File: config.mk
export PLATFORM = sky130hd
export DESIGN_NAME = spi_byte_master
export DESIGN_NICKNAME = d
export VERILOG_FILES = /design/src/rtl/spi_bm_pkg.sv /design/src/rtl/spi_bm_capture.sv /design/src/rtl/spi_bm_shifter.sv /design/src/rtl/spi_bm_regs.sv /design/src/rtl/spi_byte_master.sv
export SDC_FILE = /design/constraint.sdc
export NUM_CORES = 1
export LEC_CHECK = 0
export BUFFER_PORTS_ARGS = -buffer_cell sky130_fd_sc_hd__buf_2
export CAP_MARGIN = 20
export CORE_UTILIZATION = 50
export CTS_CLUSTER_SIZE = 30
export DETAILED_ROUTE_END_ITERATION = 7
export HOLD_SLACK_MARGIN = 0.15
export PLACE_DENSITY = 0.81
export SYNTH_ARGS = -nofsm -noshare
export SYNTH_HDL_FRONTEND = slang
export SYNTH_HIERARCHICAL = 1
export SYNTH_SLANG_ARGS = --single-unit
File: constraint.sdc
create_clock -name clk -period 4.81 [get_ports clk]
set_clock_uncertainty 0.2 [all_clocks]
set_input_delay 0.2405 -clock clk [delete_from_list [all_inputs] [get_ports clk]]
set_output_delay 0.2405 -clock clk [all_outputs]
set_load 0.005 [all_outputs]
File: src/rtl/spi_bm_pkg.sv
// Shared register addresses and the configuration layout for the SPI byte master.
package spi_bm_pkg;

    localparam int ADDR_W = 2;

    localparam logic [ADDR_W-1:0] ADDR_TX  = 2'd0;
    localparam logic [ADDR_W-1:0] ADDR_RX  = 2'd1;
    localparam logic [ADDR_W-1:0] ADDR_CSR = 2'd2;

    localparam int CFG_W = 4;

    // Configuration bits as they sit in the low nibble of the CSR.
    typedef struct packed {
        logic lsb_first;   // bit 3
        logic cpha;        // bit 2
        logic cpol;        // bit 1
        logic enable;      // bit 0
    } spi_cfg_t;

endpackage

File: src/rtl/spi_bm_capture.sv
// One-bit capture stage for serial input.
// Holds the bit sampled on the sampling edge until the shifting edge half a
// bit period later. Assumes sample_en is high for exactly one clock per bit.
module spi_bm_capture (
    input  logic clk,
    input  logic rst_n,
    input  logic sample_en,
    input  logic din,
    output logic q
);

    // Latch the serial input on the sampling edge.
    always_ff @(posedge clk) begin
        if (!rst_n) begin
            q <= 1'b0;
        end else if (sample_en) begin
            q <= din;
        end
    end

endmodule

File: src/rtl/spi_bm_shifter.sv
// Bit engine: half-period counter, shift register and serial clock generation.
// One clock cycle is one half bit period. Even halves end with a sampling
// edge and odd halves end with a shifting edge. Assumes the configuration
// inputs are held stable while busy is high.
module spi_bm_shifter #(
    parameter int W = 8
) (
    input  logic         clk,
    input  logic         rst_n,
    input  logic         enable,
    input  logic         cpol,
    input  logic         cpha,
    input  logic         lsb_first,
    input  logic         tx_ready,
    input  logic [W-1:0] tx_word,
    input  logic         miso,
    output logic         take,
    output logic         finish,
    output logic [W-1:0] rx_word,
    output logic         busy,
    output logic         mosi,
    output logic         sclk
);

    localparam int HALVES = 2 * W;
    localparam int HW     = $clog2(HALVES);
    localparam logic [HW-1:0] LAST_HALF = HW'(HALVES - 1);

    logic [HW-1:0] half;
    logic [W-1:0]  sh;
    logic          cap_bit;

    // Shift one received bit into the word in the configured order.
    function automatic logic [W-1:0] shift_in(input logic [W-1:0] s,
                                              input logic b,
                                              input logic lsb);
        if (lsb) begin
            shift_in = {b, s[W-1:1]};
        end else begin
            shift_in = {s[W-2:0], b};
        end
    endfunction

    assign finish  = busy && (half == LAST_HALF);
    assign take    = enable && tx_ready && (!busy || finish);
    assign rx_word = shift_in(sh, cap_bit, lsb_first);

    spi_bm_capture u_cap (
        .clk       (clk),
        .rst_n     (rst_n),
        .sample_en (busy && !half[0]),
        .din       (miso),
        .q         (cap_bit)
    );

    // Sequence the halves of a byte and move data through the shifter.
    always_ff @(posedge clk) begin
        if (!rst_n) begin
            busy <= 1'b0;
            half <= '0;
            sh   <= '0;
        end else if (take) begin
            busy <= 1'b1;
            half <= '0;
            sh   <= tx_word;
        end else if (busy) begin
            if (half[0]) begin
                sh <= shift_in(sh, cap_bit, lsb_first);
            end
            if (finish) begin
                busy <= 1'b0;
                half <= '0;
            end else begin
                half <= half + 1'b1;
            end
        end
    end

    // Drive the output data line from the outgoing end of the shifter.
    always_comb begin
        if (!busy) begin
            mosi = 1'b1;
        end else if (lsb_first) begin
            mosi = sh[0];
        end else begin
            mosi = sh[W-1];
        end
    end

    // Gate the divided clock onto the serial clock pin.
    always_comb begin
        if (busy) begin
            sclk = cpol ^ cpha ^ half[0];
        end else begin
            sclk = cpol;
        end
    end

endmodule

File: src/rtl/spi_bm_regs.sv
// Host-visible registers: configuration, transmit/receive holding registers
// and status flags with read side effects. Assumes W >= 8 so that the
// status byte fits in the read word.
module spi_bm_regs
    import spi_bm_pkg::*;
#(
    parameter int W = 8
) (
    input  logic              clk,
    input  logic              rst_n,
    input  logic [ADDR_W-1:0] host_addr,
    input  logic              host_wr,
    input  logic [W-1:0]      host_wdata,
    input  logic              host_rd,
    output logic [W-1:0]      host_rdata,
    input  logic              take,
    input  logic              finish,
    input  logic [W-1:0]      rx_word,
    input  logic              busy,
    output logic [W-1:0]      tx_word,
    output logic              tx_full,
    output logic              rx_full,
    output logic              done,
    output logic              cfg_enable,
    output logic              cfg_cpol,
    output logic              cfg_cpha,
    output logic              cfg_lsb_first
);

    spi_cfg_t     cfg_q;
    logic [W-1:0] rx_buf;
    logic [W-1:0] csr_word;

    logic wr_csr, wr_tx, rd_csr, rd_rx;

    assign wr_csr = host_wr && (host_addr == ADDR_CSR);
    assign wr_tx  = host_wr && (host_addr == ADDR_TX);
    assign rd_csr = host_rd && (host_addr == ADDR_CSR);
    assign rd_rx  = host_rd && (host_addr == ADDR_RX);

    assign cfg_enable    = cfg_q.enable;
    assign cfg_cpol      = cfg_q.cpol;
    assign cfg_cpha      = cfg_q.cpha;
    assign cfg_lsb_first = cfg_q.lsb_first;

    // Hold the configuration nibble written by the host.
    always_ff @(posedge clk) begin
        if (!rst_n) begin
            cfg_q <= '0;
        end else if (wr_csr) begin
            cfg_q <= spi_cfg_t'(host_wdata[CFG_W-1:0]);
        end
    end

    // Accept a byte into the transmit register; drop it when one is pending.
    always_ff @(posedge clk) begin
        if (!rst_n) begin
            tx_word <= '0;
            tx_full <= 1'b0;
        end else if (take) begin
            tx_full <= 1'b0;
        end else if (wr_tx && !tx_full) begin
            tx_word <= host_wdata;
            tx_full <= 1'b1;
        end
    end

    // Capture the completed byte and track the RX-full flag.
    always_ff @(posedge clk) begin
        if (!rst_n) begin
            rx_buf  <= '0;
            rx_full <= 1'b0;
        end else if (finish) begin
            rx_buf  <= rx_word;
            rx_full <= 1'b1;
        end else if (rd_rx) begin
            rx_full <= 1'b0;
        end
    end

    // Track the done flag, cleared by a CSR read.
    always_ff @(posedge clk) begin
        if (!rst_n) begin
            done <= 1'b0;
        end else if (finish) begin
            done <= 1'b1;
        end else if (rd_csr) begin
            done <= 1'b0;
        end
    end

    // Assemble the status byte for reading.
    always_comb begin
        csr_word      = '0;
        csr_word[7:0] = {busy, done, rx_full, !tx_full, cfg_q};
    end

    // Select the addressed register onto the read bus.
    always_comb begin
        case (host_addr)
            ADDR_RX:  host_rdata = rx_buf;
            ADDR_CSR: host_rdata = csr_word;
            default:  host_rdata = '0;
        endcase
    end

endmodule

File: src/rtl/spi_byte_master.sv
// SPI byte master top level. Connects the host register file to the bit
// engine and selects the interrupt source. Assumes a single clock domain;
// the slave select line is left to the surrounding logic.
module spi_byte_master
    import spi_bm_pkg::*;
#(
    parameter int DATA_W = 8
) (
    input  logic              clk,
    input  logic              rst_n,
    input  logic [ADDR_W-1:0] host_addr,
    input  logic              host_wr,
    input  logic [DATA_W-1:0] host_wdata,
    input  logic              host_rd,
    output logic [DATA_W-1:0] host_rdata,
    input  logic              irq_on_done,
    input  logic              miso,
    output logic              mosi,
    output logic              sclk,
    output logic              irq
);

    logic              take, finish, busy;
    logic              tx_full, rx_full, done;
    logic              cfg_enable, cfg_cpol, cfg_cpha, cfg_lsb_first;
    logic [DATA_W-1:0] tx_word, rx_word;

    spi_bm_regs #(.W(DATA_W)) u_regs (
        .clk           (clk),
        .rst_n         (rst_n),
        .host_addr     (host_addr),
        .host_wr       (host_wr),
        .host_wdata    (host_wdata),
        .host_rd       (host_rd),
        .host_rdata    (host_rdata),
        .take          (take),
        .finish        (finish),
        .rx_word       (rx_word),
        .busy          (busy),
        .tx_word       (tx_word),
        .tx_full       (tx_full),
        .rx_full       (rx_full),
        .done          (done),
        .cfg_enable    (cfg_enable),
        .cfg_cpol      (cfg_cpol),
        .cfg_cpha      (cfg_cpha),
        .cfg_lsb_first (cfg_lsb_first)
    );

    spi_bm_shifter #(.W(DATA_W)) u_shift (
        .clk       (clk),
        .rst_n     (rst_n),
        .enable    (cfg_enable),
        .cpol      (cfg_cpol),
        .cpha      (cfg_cpha),
        .lsb_first (cfg_lsb_first),
        .tx_ready  (tx_full),
        .tx_word   (tx_word),
        .miso      (miso),
        .take      (take),
        .finish    (finish),
        .rx_word   (rx_word),
        .busy      (busy),
        .mosi      (mosi),
        .sclk      (sclk)
    );

    // Route the selected interrupt source to the pin.
    always_comb begin
        irq = irq_on_done ? done : !tx_full;
    end

endmodule

# After elaboration in Yosys (flattened, before gate mapping)
# Cells that the tools add are included.
totals:
  word_cells: 59
  output_inout_bits: 11
  ff_bits: 37
classes:
  n_reduce_logical: 21
  n_mux: 17
  n_eq_ne: 3
  addsub: 1
  bitwise_logic: 4
ops:
  columns: ["cell", "count"]
  rows:
  - ["$mux 8", 4]
  - ["$pmux 8 s2", 1]
  - ["$mux 1", 11]
  - ["$logic_and 1x1->1", 9]
  - ["$reduce_bool 2->1", 4]
  - ["$add 4x1->4 const B", 1]
  - ["$eq 4x4->1 const B", 1]
  - ["$mux 4", 1]
  - ["$reduce_and 2->1", 2]
  - ["$logic_not 1->1", 3]
  - ["$eq 2x1->1 const B", 1]
  - ["$eq 2x2->1 const B", 1]
  - ["$logic_not 2->1", 1]
  - ["$not 1->1", 2]
  - ["$reduce_or 2->1", 1]
  - ["$xor 1x1->1", 2]
  - ["$logic_or 1x1->1", 1]

# Depth between registers and ports, before layout
# Gate-level depths: netlist (run 1).
logic_depth:
  ltp_word: 6
  mapped_depth: 7
  mapped_depth_nobuf: 5

# By module
# Netlist (run 1), hierarchy kept.
by_module_without_submodules:
  columns: ["mod", "cells_per_inst", "area_each_um2", "n_inst"]
  rows:
  - ["spi_bm_regs", 114, 1069.8, 1]
  - ["spi_bm_shifter", 88, 822.0, 1]
  - ["spi_bm_capture", 3, 36.3, 1]
  - ["spi_byte_master", 2, 8.8, 1]

# Worst setup path before layout (run 1)
# OpenSTA, ideal clock, no wires.
synth_path:
  path_type: "reg2reg"
  from: "register u_shift.half[0]"
  to: "register u_regs.tx_word[0]"
  arrival_time_ns: 1.604
  path_buffers: 2
  setup_slack_ns: 2.887
  stages_incl_launch_ff: 8
  setup_time_ns: 0.119
  cell_sequence: "dfxtp_1 > ha_1 > nand3_2 > a21oi_4 > buf_12 > and4bb_1 > buf_6 > mux2i_1"
synth_via:
  elab_chain_cells: 6
synth_rtl:
  columns: ["element", "line_no", "text"]
  rows:
  - ["start, declared", "spi_bm_shifter.sv:29", "logic [HW-1:0] half;"]
  - ["start signal, assigned", "spi_bm_shifter.sv:74", "half <= half + 1'b1;"]
  - ["$eq 4x4->1", "spi_bm_shifter.sv:44", "assign finish = busy && (half == LAST_HALF);"]
  - ["$logic_and 1x1->1", "spi_bm_shifter.sv:44", null]
  - ["$logic_or 1x1->1", "spi_bm_shifter.sv:45", "assign take = enable && tx_ready && (!busy || finish);"]
  - ["$logic_and 1x1->1", "spi_bm_shifter.sv:45", null]
  - ["named net take", "spi_byte_master.sv:23", "logic take, finish, busy;"]
  - ["$not 1->1 (no source line)", null, null]
  - ["$reduce_and 2->1 (no source line)", null, null]
  - ["end signal, assigned", "spi_bm_regs.sv:63", "tx_word <= host_wdata;"]
  - ["end, declared", "spi_bm_regs.sv:20", "output logic [W-1:0] tx_word,"]
# The timed path passes the listed nets, and every way through them passes these cells.
# A chain may end at the register's enable or synchronous reset.

# Final worst setup path (run 1)
layout_path:
  from: "register u_shift.half[0]"
  to: "register u_regs.tx_word[3]"
# Same word-level chain as after synthesis.

==> results of run 1 <==
## kinds of logic (layout without fill, tap and decap cells)
logic type / after synthesis / count (layout) / synth area share (%)
fa+ha+maj: 4 / 4 / 2.58
buf+inv: 20 / 49 / 6.59
xor+xnor: 3 / 3 / 1.36
simple gates: 65 / 65 / 16.0
mux: 35 / 35 / 18.6
flops: 37 / 37 / 38.2
compound gates: 43 / 43 / 16.7
## worst max-delay path: stages, from the launching register on
cell	delay, ns
dfxtp_1	0.65
ha_1	0.32
nand3_2	0.14
a21oi_4	0.44
and4bb_1	0.43
mux2i_1	0.18
## final cells by class
class                   instances  area [µm²]  share of cell area, %
multi-input cells             150        1070                   47.6
inverters                       4        15.0                  0.669
well taps                      48        60.1                   2.68
flip-flops and latches         37         741                   33.0
clock inverters                 2        37.5                   1.67
clock buffers                   6        82.6                   3.68
repair buffers                 37         240                   10.7
## final timing paths
kind | start | to | slack (ns) | depth (start not counted)
worst max register to register | u_shift/half[0] | u_regs/tx_word[3] | 2.32 | 5
worst min-delay path | u_regs/tx_word[7] | u_regs/tx_word[7] | 0.26 | 2
worst min register to register | u_regs/tx_word[7] | u_regs/tx_word[7] | 0.26 | 2
worst max-delay path | u_shift/half[0] | u_regs/tx_word[3] | 2.32 | 5
## layer usage
| metal | track usage (%) | routed length (µm) | part of all wire, % |
|---|---|---|---|
| met5 | 0 | 0 | 0 |
| met4 | 11.7 | 97 | 2.5 |
| met3 | 4.46 | 107 | 2.7 |
| met2 | 35.0 | 1900 | 48 |
| met1 | 25.9 | 1810 | 46 |
## metrics by stage
stage	area, µm²	hold WS (ns)	worst slack, ns	power [µW]	util, %
after floorplan	1940	0.169	2.89	349	-
after global placement	2010	0.244	2.41	360	54.6
after detailed placement	2010	0.248	2.31	360	54.6
after CTS	2240	0.263	2.30	645	60.9
after global routing	2240	0.267	2.14	664	60.9
final	2240	0.260	2.32	639	60.9
## registers in the layout, summed over array words and instances, names as in the netlist
register / cells
u_regs/done: 1
u_regs/cfg_lsb_first: 1
u_regs/cfg_cpol: 1
u_shift/half: 4
u_shift/u_cap/q: 1
u_regs/tx_full: 1
u_regs/cfg_enable: 1
u_regs/rx_full: 1
u_regs/rx_buf: 8
u_shift/sh: 8
u_shift/busy: 1
u_regs/cfg_cpha: 1
u_regs/tx_word: 8
## cell usage after synthesis, types with 4 or more instances
cell type	number
mux2_2	8
a22oi_1	7
mux2i_1	27
a21o_1	8
buf_2	11
nor2b_1	9
ha_1	4
nor2_1	9
inv_1	4
a21oi_1	7
a21bo_2	4
dfxtp_1	37
nand2_1	32
o211ai_1	8
nand3_1	5
## power breakdown
| part | switching (µW) | total, µW | internal (µW) | leakage (µW) |
|---|---|---|---|---|
| sequential | 4.16 | 314 | 310 | 0.000299 |
| clock | 111 | 279 | 168 | 0.0000574 |
| combinational | 23.3 | 45.9 | 22.6 | 0.000539 |
| total | 138 | 639 | 501 | 0.000896 |
## timing repair
| action | in CTS | in global routing |
|---|---|---|
| hold buffers | 11 | 0 |
| gates resized for setup | 0 | 0 |
| hold endpoints to repair | 16 | 0 |
==> results.txt, run 1 <==
CTS Sinks: 37
Yosys top cell by area: dfxtp_1
Worst rel slew slack: 51.4%
Final setup violation count: 0
Final Max Tran Viols: 0
GRT Total Usage: 21.4%
Core ar.: 3690 µm²
Global route total overflow: 0
Crit path time final: 2.49 ns
Initial antenna violation count: 0
Status: complete, no violations
Num CTS Buffers: 5
GP Congestion: 0.805
Synthesized area per cell: 9.36 µm²
Layout cells sized above 1: 20.8%
# diodes: 0
CP max FO: 16
Final hold violation count: 0
Postcts setup bufs: 0
Peak supply drop: 237 µV
H-tree Lvls: 2
DRT Pass-1 Iters: 4
Routed Antenna Nets: 0
Syn_nets: 227
Post-Syn Instances: 207
Routed wire length: 3910 µm
Critical Path RT: 4.77 ns
Share of flip-flops with an asynchronous set or reset: 0%
Largest cells by area after synthesis: dfxtp_1 38%, mux2i_1 14%, nand2_1 6.2%
Final period util: 51.9%
Iteration-0 DRC Markers: 73
Cell Area, Synth: 1940 µm²
Register area share after synthesis: 38.2%
CTS tree: built
P per Cell Area: 285 nW/µm²
Row count: 22
Leakage: 0.000896 µW
PortBufs: 26
Clock-pin slew on the worst setup and hold paths: 0.07 ns
Fin cells: 284
Startpoint class of the critical path: register
MaxCap Viol Count: 0
Commonest non-fill, non-tap cells in the layout: 37 x dfxtp_1, 32 x nand2_1, 27 x mux2i_1, 26 x buf_2, 11 x dlygate4sd3_1
Synth Flop Type: dfxtp_1
Drt wl/cell: 13.8 µm
Post-synth top area share: 38.2%
Die Y: 64.2 µm
Num ports: 27
Die Span X: 64.2 µm
Dpl cells: 265
Die area: 4130 µm²
Detailed placement HPWL: 2600 µm
Hold Path Class: register to register
CTS Buffer Depth: 2
Crit path DAT: 2.46 ns
FILL cells: 334
Root Buffer: clkbuf_8
Crit path kind: register to register
CP endpoint kind: register
Post-route DRC violation count: 0
Most common cell after layout, fill and taps aside: dfxtp_1
Vias in the first global route: 1496
Final net count: 255
Unrepaired setup endpoints after global routing: no
Initial Util: 52.5%
Synth warn: 6
Yosys cell types: 33
Worst-margin pin slew: 0.728 ns
Largest net degree at the start of global routing: 38
Final TNS setup: 0 ns
Post-synth EDFFs: 0
Routed vias/inst: 5.50
First-pass GRT wire length: 6730 µm
Achievable clock frequency: 401 MHz
Vias: 1562
P&R area growth vs syn: 15.9%
Synthesized flop and latch total: 37
Clock Latency Late Sink: 0.30 ns
Power figures use the tool's default switching activity.
==> run 2: changes to the inputs <==
--- a/config.mk
+++ b/config.mk
@@ -11,7 +11,7 @@
 export CTS_CLUSTER_SIZE = 30
 export DETAILED_ROUTE_END_ITERATION = 7
 export HOLD_SLACK_MARGIN = 0.15
-export PLACE_DENSITY = 0.81
+export PLACE_DENSITY = 0.84
 export SYNTH_ARGS = -nofsm -noshare
 export SYNTH_HDL_FRONTEND = slang
 export SYNTH_HIERARCHICAL = 1
==> constraint.sdc (replaced) <==
create_clock -name clk -period 2.06 [get_ports clk]
set_clock_uncertainty 0.2 [all_clocks]
set_input_delay 0.103 -clock clk [delete_from_list [all_inputs] [get_ports clk]]
set_output_delay 0.103 -clock clk [all_outputs]
set_load 0.005 [all_outputs]
==> results.txt, run 2 (same netlist as run 1, synthesis figures left out) <==
Initial antenna violation count: 0 (unchanged)
Total power: 1340 µW (+110%)
Unrepaired setup endpoints after global routing: no
Drt wl/cell: 14.2 µm (+2.7%)
Root Buffer: clkbuf_8
Die area: 4130 µm² (unchanged)
H-tree Lvls: 2 (unchanged)
# diodes: 0 (unchanged)
Global route total overflow: 0 (unchanged)
Commonest non-fill, non-tap cells in the layout: 37 x dfxtp_1, 32 x nand2_1, 27 x mux2i_1, 26 x buf_2, 15 x dlygate4sd3_1
Worst Hold Launch: host_addr[1]
FILL cells: 323 (-3.3%)
MaxCap Viol Count: 0 (unchanged)
Crit-path slowest cell: dfxtp_1
Peak supply drop: 486 µV (+100%)
Final hold violation count: 0 (unchanged)
Post-cts resize count: 0 (unchanged)
Clock power frac: 36.4% (-7.3 points)
Routed vias/inst: 5.43 (-1.3%)
Register-to-Register Path Depth: 6 (+1)
Leakage: 0.000921 µW (+2.8%)
Crit path time final: 1.78 ns (-0.719 ns)
Power share of the sequential group: 54.8% (+5.6 points)
Switching part of the total power: 23.9% (+2.3 points)
M2 GR Usage: 36.8% (+1.8 points)
Cell internal pwr: 1020 µW (+100%)
Fin cells: 293 (+3.2%)
Worst-margin pin slew: 0.585 ns (-0.144 ns)
CP max FO: 8 (-8)
Routed Antenna Nets: 0 (unchanged)
Clock Latency Late Sink: 0.30 ns (about the same)
Post-route DRC violation count: 0 (unchanged)
GP Congestion: 0.840 (+4.4%)
FF/Latch Area: 741 µm² (unchanged)
CTS tree: built
Final TNS setup: 0 ns (unchanged)
Iteration-0 DRC Markers: 52 (-29%)
Vias: 1590 (+1.8%)
Dpl cells: 270 (+1.9%)
Worst reg2reg setup slack: 0.28 ns (-2.03 ns)
Num ports: 27 (unchanged)
Final hold slack: 0.206 ns (-0.0537 ns)
Final setup violation count: 0 (unchanged)
Crit path kind: register to register
Worst Hold End: u_regs/tx_full
Routing usage on met1: 27.2% (+1.3 points)
Most common cell after layout, fill and taps aside: dfxtp_1
Largest net degree at the start of global routing: 23 (-39%)
Met3 usage: 6.07% (+1.6 points)
Layout cells sized above 1: 21.6% (+0.87 points)
Final period util: 86.2% (+34 points)
FF-to-FF Start: u_shift/half[1]
Hold depth: 5 (+3)
P per Cell Area: 586 nW/µm² (+110%)
Detailed placement HPWL: 2750 µm (+5.9%)
Die Y: 64.2 µm (unchanged)
GRT Total Usage: 22.4% (+1.1 points)
Switch Pwr: 320 µW (+130%)
Slowest stage delay, CP: 0.38 ns (-0.27 ns)
Most used routing layer: met2
Die Span X: 64.2 µm (unchanged)
P&R area growth vs syn: 18.0%
CP endpoint kind: register
Num CTS Buffers: 5 (unchanged)
DRT Pass-1 Iters: 4 (unchanged)
Final net count: 264 (+3.5%)
Final Max Tran Viols: 0 (unchanged)
R2r endpoint: u_regs/tx_word[1]
Startpoint class of the critical path: register
CTS Buffer Depth: 2 (unchanged)
PortBufs: 26 (unchanged)
Routed wire length: 4150 µm (+6.0%)
Vias in the first global route: 1555 (+3.9%)
Area of the multi-input gates: 1070 µm² (unchanged)
Status: complete, no violations
CTS Sinks: 37 (unchanged)
First-pass GRT wire length: 7040 µm (+4.7%)
Row count: 22 (unchanged)
Worst path cell trace: ha_1, nand3_2, a21oi_4, and4bb_1, buf_4, mux2i_1
Critical Path RT: 2.04 ns (-2.73 ns)
Comb power frac: 8.7% (+1.5 points)
Largest regs: u_regs/rx_buf (8), u_regs/tx_word (8), u_shift/sh (8)
Clock-pin slew on the worst setup and hold paths: 0.07 ns (about the same)
Crit path DAT: 1.76 ns (-0.70 ns)
Worst rel slew slack: 61.0% (+9.6 points)
Core ar.: 3690 µm² (unchanged)
Achievable clock frequency: 563 MHz (+40%)
Initial Util: 52.5% (unchanged)
Hold Path Class: primary input to register
-- run 2: cell types whose count changed in the layout (fill, tap and decap cells not counted) --
cell           before  now
bufinv_16           1    0
clkinv_2            0    2
buf_4               0    5
dlygate4sd3_1      11   15
clkbuf_1            0    1
clkbuf_8            6    5
clkinvlp_4          1    0
-- run 2: stage by stage --
stage / instance area, µm² / utilization (%) / setup slack (ns)
floorplan: 1940 / - / 0.137
global placement: 2050 / 55.6 / 0.366
detailed placement: 2050 / 55.6 / 0.291
CTS: 2280 / 61.9 / 0.282
global route: 2280 / 61.9 / 0.147
finish: 2280 / 61.9 / 0.284
-- run 2: layout make-up --
cell class	count	area share [%]
clock buffers	6	3.18
clock inverters	2	0.438
inverters	4	0.657
multi-input cells	150	46.8
flip-flops and latches	37	32.4
well taps	48	2.63
repair buffers	46	13.9
-- run 2: metal layers --
metal  share of wire [%]  vias to the layer above
li1                    -                      793
met1                  46                      763
met2                  48                       26
met3                 3.2                        8
met4                 1.9                        0
met5                   0                        -
-- run 2: power groups by stage --
stage / clock, µW / combinational, µW / sequential [µW]
detailed placement: 0 / 94.8 / 750
floorplan: 0 / 70.2 / 746
global placement: 0 / 92.7 / 749
finish: 488 / 117 / 733
global route: 529 / 128 / 734
CTS: 502 / 116 / 733
-- run 2: timing repair --
item / 4_1_cts / 5_1_grt
endpoints found under the hold margin: 25 / 0
hold buffers: 15 / 0
setup buffers: 0 / 0
-- run 2: worst max-delay path by stage --
| stage | start | end | slack, ns | depth (start not counted) |
|---|---|---|---|---|
| 6_report | u_shift/half[1] | u_regs/tx_word[1] | 0.28 | 6 |
| 2_1_floorplan | u_shift/half[0] | u_regs/tx_word[0] | 0.14 | 7 |
| 5_1_grt | u_shift/half[1] | u_regs/tx_word[1] | 0.15 | 6 |
| 3_3_place_gp | u_shift/half[1] | u_regs/tx_word[6] | 0.37 | 6 |
| 4_1_cts | u_shift/half[1] | u_regs/tx_word[1] | 0.28 | 6 |
| 3_5_place_dp | u_shift/half[1] | u_regs/tx_word[2] | 0.29 | 6 |
-- run 2: critical path: cells and delay by family, from the launching register on --
kind            cells  cell delay (ns)
mux                 1             0.13
fa+ha+maj           1             0.25
flops               1             0.38
compound gates      1             0.17
simple gates        2             0.35
buf+inv             1             0.18
==> run 3: changes to the inputs <==
--- a/config.mk
+++ b/config.mk
@@ -7,11 +7,12 @@
 export LEC_CHECK = 0
 export BUFFER_PORTS_ARGS = -buffer_cell sky130_fd_sc_hd__buf_2
 export CAP_MARGIN = 20
+export CORE_MARGIN = 2
 export CORE_UTILIZATION = 50
 export CTS_CLUSTER_SIZE = 30
 export DETAILED_ROUTE_END_ITERATION = 7
 export HOLD_SLACK_MARGIN = 0.15
-export PLACE_DENSITY = 0.84
+export PLACE_DENSITY = 0.81
 export SYNTH_ARGS = -nofsm -noshare
 export SYNTH_HDL_FRONTEND = slang
 export SYNTH_HIERARCHICAL = 1
==> constraint.sdc (replaced) <==
create_clock -name clk -period 1.9 [get_ports clk]
set_clock_uncertainty 0.2 [all_clocks]
set_input_delay 0.095 -clock clk [delete_from_list [all_inputs] [get_ports clk]]
set_output_delay 0.095 -clock clk [all_outputs]
set_load 0.005 [all_outputs]
==> results.txt, run 3 (same netlist as run 1, synthesis figures left out) <==
Crit path time final: 1.75 ns (-0.0259 ns)
Worst setup margin: 0.150 ns (-0.134 ns)
Num CTS Buffers: 5 (unchanged)
P per Cell Area: 688 nW/µm² (+18%)
Crit path DAT: 1.73 ns (-0.03 ns)
Final setup violation count: 0 (unchanged)
Critical Path RT: 1.88 ns (-0.16 ns)
Clock Latency Late Sink: 0.29 ns (about the same)
Clock power frac: 42.1% (+5.7 points)
Switch Pwr: 343 µW (+7.4%)
Worst rel slew slack: 69.5% (+8.5 points)
Worst-margin pin slew: 0.458 ns (-0.127 ns)
CTS Sinks: 37 (unchanged)
Initial antenna violation count: 0 (unchanged)
Switching part of the total power: 21.7% (-2.2 points)
Initial Util: 52.5% (unchanged)
Placement Setup Slack: 0.170 ns (-0.121 ns)
Largest regs: u_regs/rx_buf (8), u_regs/tx_word (8), u_shift/sh (8)
Row count: 22 (unchanged)
Commonest non-fill, non-tap cells in the layout: 36 x dfxtp_1, 32 x nand2_1, 27 x mux2i_1, 26 x buf_2, 13 x dlygate4sd3_1
Final TNS setup: 0 ns (unchanged)
MaxCap Viol Count: 0 (unchanged)
Largest net degree at the start of global routing: 22 (-4.3%)
Unrepaired setup endpoints after global routing: no
Comb power frac: 7.8% (-0.9 points)
P&R area growth vs syn: 18.9%
Most used routing layer: met2
Achievable clock frequency: 572 MHz (+1.5%)
Worst path cell trace: buf_4, nor2b_1, mux2i_1, nor2b_1, dlygate4sd3_1
Layout Utilization: 62.4% (+0.47 points)
Routing usage on met1: 25.9% (-1.3 points)
GP Congestion: 0.808 (-3.8%)
First-pass GRT wire length: 6690 µm (-5.1%)
Final period util: 92.1% (+5.9 points)
Vias in the first global route: 1482 (-4.7%)
CP endpoint kind: register
# diodes: 0 (unchanged)
DRT Pass-1 Iters: 4 (unchanged)
H-tree Lvls: 2 (unchanged)
Die Y: 66.2 µm (+3.1%)
Post-route DRC violation count: 0 (unchanged)
Die Span X: 66.2 µm (+3.1%)
Die area: 4390 µm² (+6.3%)
Detailed placement HPWL: 2760 µm (+0.25%)
Crit-path slowest cell: dlygate4sd3_1
Final net count: 263 (-0.38%)
Vias: 1558 (-2.0%)
Cell internal pwr: 1240 µW (+22%)
Layout cells sized above 1: 22.5% (+0.91 points)
Slowest stage delay, CP: 0.54 ns (+0.16 ns)
Root Buffer: clkbuf_8
PortBufs: 26 (unchanged)
FILL cells: 320 (-0.93%)
Peak supply drop: 463 µV (-4.6%)
CTS Buffer Depth: 2 (unchanged)
Most common cell after layout, fill and taps aside: dfxtp_1
Core ar.: 3690 µm² (unchanged)
Startpoint class of the critical path: register
Postcts setup bufs: 0 (unchanged)
Most frequent cell on the critical path: nor2b_1
Met3 usage: 4.43% (-1.6 points)
Final hold violation count: 0 (unchanged)
Crit path kind: register to register
Clock-pin slew on the worst setup and hold paths: 0.07 ns (about the same)
Total power: 1580 µW (+18%)
Power share of the sequential group: 50.2% (-4.6 points)
M2 GR Usage: 32.1% (-4.7 points)
Top cell family by delay on the critical path: buffers and inverters
Routed vias/inst: 5.34 (-1.7%)
Leakage: 0.000937 µW (+1.7%)
Num ports: 27 (unchanged)
Hold Path Class: primary input to register
Routed wire length: 4070 µm (-1.9%)
CTS tree: built
CP max FO: 15 (+7)
Status: complete, no violations
WP buf/inv: 2 (+1)
Global route total overflow: 0 (unchanged)
Iteration-0 DRC Markers: 82 (+58%)
Drt wl/cell: 13.9 µm (-1.6%)
GRT Total Usage: 20.3% (-2.1 points)
Routed Antenna Nets: 0 (unchanged)
Final Max Tran Viols: 0 (unchanged)
## run 3: power groups by stage
stage          registers [µW]  logic [µW]  clock network, µW
2_1_floorplan             808        76.1                  0
3_3_place_gp              813         102                  0
3_5_place_dp              813         104                  0
4_1_cts                   795         123                680
5_1_grt                   796         137                713
6_report                  795         123                666
## run 3: worst min-delay path, delay by kind of cell
| family | cells | cell delay (ns) |
|---|---|---|
| compound gates | 1 | 0.13 |
| fa+ha+maj | 1 | 0.20 |
| buf+inv | 2 | 0.14 |
| simple gates | 1 | 0.05 |
## run 3: area by class of cell
type	count	area (µm²)	share of cell area, %
multi-input cells	150	1070	46.4
flip-flops and latches	37	742	32.2
repair buffers	45	305	13.3
clock buffers	6	72.6	3.15
well taps	48	60.1	2.61
clock inverters	2	38.8	1.68
inverters	4	15.0	0.652
## run 3: final timing paths
kind / endpoint / from / cells after the start / slack [ns]
min reg2reg: u_regs/tx_word[0] / u_regs/tx_word[0] / 2 / 0.26
min: u_regs/tx_full / host_addr[1] / 5 / 0.17
max: u_shift/u_cap/q / u_shift/half[0] / 5 / 0.15
max reg2reg: u_shift/u_cap/q / u_shift/half[0] / 5 / 0.15
## run 3: per-stage QoR
step                std cells  instance area [µm²]  hold WS (ns)
CTS                       292                 2300         0.151
global route              292                 2300         0.237
global placement          271                 2060         0.143
detailed placement        271                 2060         0.156
finish                    292                 2300         0.168
floorplan                 207                 1940        0.0232
## run 3: routing by layer
| metal | share of wire [%] | routed length [µm] | up-vias |
|---|---|---|---|
| li1 | - | - | 797 |
| met1 | 47 | 1900 | 723 |
| met2 | 48 | 1950 | 31 |
| met3 | 3.6 | 146 | 7 |
| met4 | 1.8 | 72 | 0 |
| met5 | 0 | 0 | - |
## run 3: repair_timing
item,4_1_cts,5_1_grt
endpoints found under the hold margin,29,0
resized for setup,0,1
hold buffers,13,0
endpoints found under the setup margin,0,1
